--- src/rtl/fsco_pkg.sv ---
package fsco_pkg;
  typedef enum logic [1:0] {
    ST_IDLE       = 2'd0,
    ST_FORCE_MSTR = 2'd1,
    ST_FORCE_MAIN = 2'd2,
    ST_FAULT      = 2'd3
  } fsco_state_e;
endpackage

--- src/rtl/fsco_seq.sv ---
module fsco_seq
  import fsco_pkg::*;
(
  input  logic        clk,
  input  logic        rst_n,
  input  logic        fail_pulse,
  input  logic        fault_clr,
  input  logic        sw_wr,
  input  logic        main_is_xtal,
  input  logic        mst_is_pll,
  output fsco_state_e state_q,
  output logic        wr_load,
  output logic        force_mstr,
  output logic        force_main
);
  fsco_state_e state_d;

  always_comb begin
    state_d = state_q;
    case (state_q)
      ST_IDLE: begin
        if (fail_pulse) begin
          if (main_is_xtal && mst_is_pll) state_d = ST_FORCE_MSTR;
          else                            state_d = ST_FORCE_MAIN;
        end
      end
      ST_FORCE_MSTR: state_d = ST_FORCE_MAIN;
      ST_FORCE_MAIN: state_d = ST_FAULT;
      ST_FAULT:      if (fault_clr) state_d = ST_IDLE;
      default:       state_d = ST_IDLE;
    endcase
  end

  always_ff @(posedge clk or negedge rst_n) begin
    if (!rst_n) state_q <= ST_IDLE;
    else        state_q <= state_d;
  end

  assign wr_load    = sw_wr && (state_q == ST_IDLE) && !fail_pulse;
  assign force_mstr = (state_q == ST_FORCE_MSTR);
  assign force_main = (state_q == ST_FORCE_MAIN);

  assert_stage_order_R5: assert property (@(posedge clk) disable iff (!rst_n)
    (state_q == ST_FORCE_MSTR) |=> (state_q == ST_FORCE_MAIN));

  assert_clr_early_R10: assert property (@(posedge clk) disable iff (!rst_n)
    (state_q == ST_FORCE_MAIN) |=> (state_q == ST_FAULT));
endmodule

--- src/rtl/fsco_selregs.sv ---
module fsco_selregs #(
  parameter int MST_W     = 2,
  parameter int MAIN_CODE = 1
) (
  input  logic             clk,
  input  logic             rst_n,
  input  logic             wr_load,
  input  logic             force_mstr,
  input  logic             force_main,
  input  logic             wr_main_xtal,
  input  logic [MST_W-1:0] wr_mst_src,
  input  logic             wr_frc_on,
  output logic             main_xtal_q,
  output logic [MST_W-1:0] mst_src_q,
  output logic             frc_on_q
);
  localparam logic [MST_W-1:0] MAIN_V = MST_W'(MAIN_CODE);

  logic             main_en, mst_en, frc_en;
  logic             main_d, frc_d;
  logic [MST_W-1:0] mst_d;

  always_comb begin
    main_en = force_main || wr_load;
    frc_en  = force_main || wr_load;
    mst_en  = force_mstr || wr_load;
    main_d  = force_main ? 1'b0 : wr_main_xtal;
    frc_d   = force_main ? 1'b1 : wr_frc_on;
    mst_d   = force_mstr ? MAIN_V : wr_mst_src;
  end

  always_ff @(posedge clk or negedge rst_n) begin
    if (!rst_n) begin
      main_xtal_q <= 1'b0;
      frc_on_q    <= 1'b1;
      mst_src_q   <= MAIN_V;
    end else begin
      if (main_en) main_xtal_q <= main_d;
      if (frc_en)  frc_on_q    <= frc_d;
      if (mst_en)  mst_src_q   <= mst_d;
    end
  end

  assert_hold_no_enable_R8: assert property (@(posedge clk) disable iff (!rst_n)
    (!wr_load && !force_mstr && !force_main) |=>
      ($stable(main_xtal_q) && $stable(frc_on_q) && $stable(mst_src_q)));
endmodule

--- src/rtl/fsco_top.sv ---
module fsco_top
  import fsco_pkg::*;
#(
  parameter int MST_W     = 2,
  parameter int MAIN_CODE = 1,
  parameter int PLL_CODE  = 2
) (
  input  logic             clk_slow,
  input  logic             rst_n,
  input  logic             fail_pulse,
  input  logic             fault_clr,
  input  logic             sw_wr,
  input  logic             sw_main_xtal,
  input  logic [MST_W-1:0] sw_mst_src,
  input  logic             sw_frc_on,
  output logic             main_xtal_sel,
  output logic [MST_W-1:0] mst_src_sel,
  output logic             frc_on,
  output logic             fault_out
);
  localparam logic [MST_W-1:0] PLL_V  = MST_W'(PLL_CODE);
  localparam logic [MST_W-1:0] MAIN_V = MST_W'(MAIN_CODE);

  fsco_state_e state_q;
  logic        wr_load, force_mstr, force_main, mst_is_pll;

  assign mst_is_pll = (mst_src_sel == PLL_V);

  fsco_seq u_seq (
    .clk          (clk_slow),
    .rst_n        (rst_n),
    .fail_pulse   (fail_pulse),
    .fault_clr    (fault_clr),
    .sw_wr        (sw_wr),
    .main_is_xtal (main_xtal_sel),
    .mst_is_pll   (mst_is_pll),
    .state_q      (state_q),
    .wr_load      (wr_load),
    .force_mstr   (force_mstr),
    .force_main   (force_main)
  );

  fsco_selregs #(.MST_W(MST_W), .MAIN_CODE(MAIN_CODE)) u_regs (
    .clk          (clk_slow),
    .rst_n        (rst_n),
    .wr_load      (wr_load),
    .force_mstr   (force_mstr),
    .force_main   (force_main),
    .wr_main_xtal (sw_main_xtal),
    .wr_mst_src   (sw_mst_src),
    .wr_frc_on    (sw_frc_on),
    .main_xtal_q  (main_xtal_sel),
    .mst_src_q    (mst_src_sel),
    .frc_on_q     (frc_on)
  );

  assign fault_out = (state_q != ST_IDLE);

  assert_pll_path_R3: assert property (@(posedge clk_slow) disable iff (!rst_n)
    (!fault_out && fail_pulse && main_xtal_sel && mst_is_pll) |=> ##1 (mst_src_sel == MAIN_V));

  assert_pll_path_R5: assert property (@(posedge clk_slow) disable iff (!rst_n)
    (!fault_out && fail_pulse && main_xtal_sel && mst_is_pll) |=> ##2 (!main_xtal_sel && frc_on));

  assert_direct_path_R4: assert property (@(posedge clk_slow) disable iff (!rst_n)
    (!fault_out && fail_pulse && !(main_xtal_sel && mst_is_pll)) |=> ##1 (!main_xtal_sel && frc_on));

  assert_keep_master_R6: assert property (@(posedge clk_slow) disable iff (!rst_n)
    (!fault_out && fail_pulse && !main_xtal_sel) |=> ##1 $stable(mst_src_sel));

  assert_fault_rise_R7: assert property (@(posedge clk_slow) disable iff (!rst_n)
    (!fault_out && fail_pulse) |=> fault_out);

  assert_fault_hold_R7: assert property (@(posedge clk_slow) disable iff (!rst_n)
    (fault_out && !fault_clr) |=> fault_out);

  assert_frozen_R8: assert property (@(posedge clk_slow) disable iff (!rst_n)
    (state_q == ST_FAULT && $past(state_q) == ST_FAULT) |->
      ($stable(main_xtal_sel) && $stable(mst_src_sel) && $stable(frc_on)));
endmodule

--- config.mk ---
export PLATFORM = sky130hd
export DESIGN_NAME = fsco_top
export DESIGN_NICKNAME = d
export VERILOG_FILES = /design/src/rtl/fsco_pkg.sv /design/src/rtl/fsco_seq.sv /design/src/rtl/fsco_selregs.sv /design/src/rtl/fsco_top.sv
export SDC_FILE = /design/constraint.sdc
export NUM_CORES = 1
export LEC_CHECK = 0
export ABC_AREA = 1
export BUFFER_PORTS_ARGS = -buffer_cell sky130_fd_sc_hd__buf_4
export CAP_MARGIN = 5
export CELL_PAD_IN_SITES_DETAIL_PLACEMENT = 0
export CELL_PAD_IN_SITES_GLOBAL_PLACEMENT = 2
export CORE_ASPECT_RATIO = 1.1
export CORE_MARGIN = 8
export CORE_UTILIZATION = 23
export CTS_BUF_LIST = sky130_fd_sc_hd__clkbuf_4 sky130_fd_sc_hd__clkbuf_8
export DETAILED_ROUTE_END_ITERATION = 7
export PLACE_DENSITY = 0.75
export SYNTH_ARGS = -nofsm -noshare
export SYNTH_HDL_FRONTEND = slang
export SYNTH_SLANG_ARGS = --single-unit
--- constraint.sdc ---
create_clock -name clk_slow -period 1 [get_ports clk_slow]
set_input_delay 0.2 -clock clk_slow [delete_from_list [all_inputs] [get_ports clk_slow]]
set_output_delay 0.2 -clock clk_slow [all_outputs]
set_load 0.02 [all_outputs]
==> impl_metrics.json <==
{
  "rrSetupSlack_ns": -0.20,
  "gp_congestion": 0.760,
  "worstMarginPinSlew_ns": 0.128,
  "cts_tree": "done",
  "antenna_found_initial": 0,
  "critical_path_class": "flop to output port",
  "pre_cts_ws_ns": -0.164,
  "setup_viol": 9,
  "synth_area_um2": 400,
  "nets": 99,
  "min_period_ns": 1.21,
  "fin_worst_skew_ns": 0.00120,
  "grt_max_degree": 7,
  "io_buffer_count": 13,
  "ys_seq_area_share_pct": 38.1,
  "cp-start-kind": "flop",
  "syn_area_per_cell_um2": 7.28,
  "coreArea_um2": 1700,
  "io_pins": 14,
  "rr_worst_depth": 7,
  "num_antenna_cells": 0,
  "chipHeight_um": 59.8,
  "synth_area_leader_cell": "dfrtp_1",
  "violations": "negative setup slack",
  "vias_per_cell": 4.09,
  "powerDensity_nw_per_um2": 2760,
  "clock-sinks": 6,
  "clkTransAtPathRegs_ns": 0.05,
  "regToRegStartpoint": "u_seq.state_q[1]",
  "busiest_layer": "met2",
  "dpl.hpwl_um": 828,
  "initial_core_util_pct": 23.5,
  "num_rows": 16,
  "area_growth_pct": 78.7,
  "grt_pass1_vias": 461,
  "status": "finished, violations left",
  "cts_buffers": 3,
  "final_max_slew_viol_count": 0,
  "critPathCapture": "fault_out",
  "drcViolationCount": 0,
  "utilization_pct": 42.1,
  "ys_ff_latch": 6,
  "dieArea_um2": 3330,
  "min_path_type": "input port to flop",
  "crit_arrival_ns": 1.01,
  "synth_top_area_share_pct": 25.0,
  "setup_ws_ns": -0.209,
  "grt_use_met2_pct": 13.1,
  "num_vias": 413,
  "dp_cells": 89,
  "insertion_delay_ns": 0.25,
  "maxCapViolations": 0,
  "ys_warn_count": 0,
  "cts_max_level": 1,
  "instances_no_fill": 101,
  "drtAntennaViolNets": 0,
  "routedWlPerCell_um": 10.7,
  "synth_area_leaders": "dfrtp_1 (25%), nand2_1 (17%), ha_1 (16%)",
  "grt_use_met1_pct": 6.79,
  "synth.distinct_cells": 13,
  "max_freq_mhz": 827,
  "drt_pass1_iterations": 2,
  "rsz0062_at_grt": "yes",
  "drtIter0Drc": 1,
  "grtUsageTotal_pct": 7.03,
  "slew_headroom_pct": 91.5,
  "cp.required_ns": 0.80,
  "leakage_uw": 0.000388,
  "grt_pass1_wl_mm": 1.87,
  "peakVddDrop_v": 0.00139,
  "die_w_um": 55.8,
  "drt-total-wl_mm": 1.08,
  "final-hold-violation-count": 0,
  "startpoint": "u_seq.state_q[1]",
  "clockRootBuffer": "clkbuf_4",
  "drive_gt1_share_pct": 56.6,
  "crit_path_end_kind": "output port",
  "synth_fp_nets": 69,
  "crit_fanout": 2,
  "r2r-end": "u_seq.state_q[0]",
  "grt.overflow.total": 0,
  "cts.path.max_buffers": 2,
  "syn_inst": 55,
  "period_share_pct": 121,
  "grtUsageMet3_pct": 1.91
}
[worst min-delay path by stage]
stage	from	cells past startpoint	to	slack, ns
4_1_cts	sw_mst_src[0]	3	u_regs.mst_src_q[0]	0.16
3_3_place_gp	rst_n	1	u_regs.mst_src_q[1]	0.01
2_1_floorplan	rst_n	0	u_regs.main_xtal_q	-0.1
6_report	sw_mst_src[0]	3	u_regs.mst_src_q[0]	0.16
5_1_grt	sw_mst_src[0]	3	u_regs.mst_src_q[0]	0.16
3_5_place_dp	rst_n	1	u_regs.mst_src_q[1]	0.02
[synthesized netlist by cell type]
library cell  number
nand3_2            1
inv_1             10
clkinv_1           1
nand2_1           18
nor2_1             2
inv_2              2
dfstp_2            2
ha_1               5
clkinv_2           1
nand2_2            1
o21ai_1            1
dfrtp_1            4
nand3_1            7
[logic make-up after synthesis]
family          synth area share, %
fa+ha+maj                      15.6
compound gates                 1.25
simple gates                   31.6
flops                          38.1
buf+inv                        13.4
[routing by layer]
metal / vias to the layer above / part of all wire [%]
met2: 5 / 56
met5: - / 0
met4: 0 / 1.8
met1: 182 / 39
li1: 224 / -
met3: 2 / 3.4
[flip-flops by register name, indices dropped and copies added (netlist names)]
signal	cells
u_regs.frc_on_q	1
u_regs.mst_src_q	2
u_seq.state_q	2
u_regs.main_xtal_q	1
[cell usage in the layout, fill, tap and decap left out, types with 3 or more instances in the layout]
cell type and n:
clkbuf_4 3, buf_6 5, inv_1 7, nand2_2 6, dfrtp_1 4, nand3_1 5, buf_4 19, inv_2 5
nand2_1 13
[timing repair]
item	CTS	global route
gates resized for setup	10	5
cloned	0	0
endpoints found under the setup margin	11	11
hold buffers	1	0
pin swaps	3	0
buffers inserted	8	0
hold endpoints to repair	6	0
[critical path, stage by stage (launching register included)]
cell,delay (ns)
dfrtp_1,0.40
inv_2,0.09
ha_4,0.13
inv_2,0.03
buf_6,0.11
[cell type report]
type | instances | area, um^2
Fill cell | 172 | 986
Clock buffer | 3 | 22.5
Tap cell | 18 | 22.5
Sequential cell | 6 | 153
Inverter | 14 | 57.6
Timing Repair Buffer | 25 | 209
Multi-Input combinational cell | 35 | 251
[report_power, final]
| part | internal (uW) | switching, uW | total (uW) |
|---|---|---|---|
| registers | 367 | 69.8 | 436 |
| clock network | 136 | 96.1 | 232 |
| logic | 659 | 647 | 1310 |
| total | 1160 | 813 | 1970 |
[stage by stage]
| stage | hold slack [ns] | setup TNS [ns] | total power [uW] | instance area [um^2] |
|---|---|---|---|---|
| after global routing | 0.165 | -1.72 | 2150 | 716 |
| after global placement | 0.0144 | -0.933 | 1420 | 571 |
| after CTS | 0.159 | -1.27 | 1950 | 698 |
| final | 0.159 | -1.21 | 1970 | 716 |
| after detailed placement | 0.0153 | -0.971 | 1430 | 571 |
| after floorplan | -0.0956 | -0.0611 | 1050 | 428 |
Note: power is estimated with default switching activity, not from simulation.
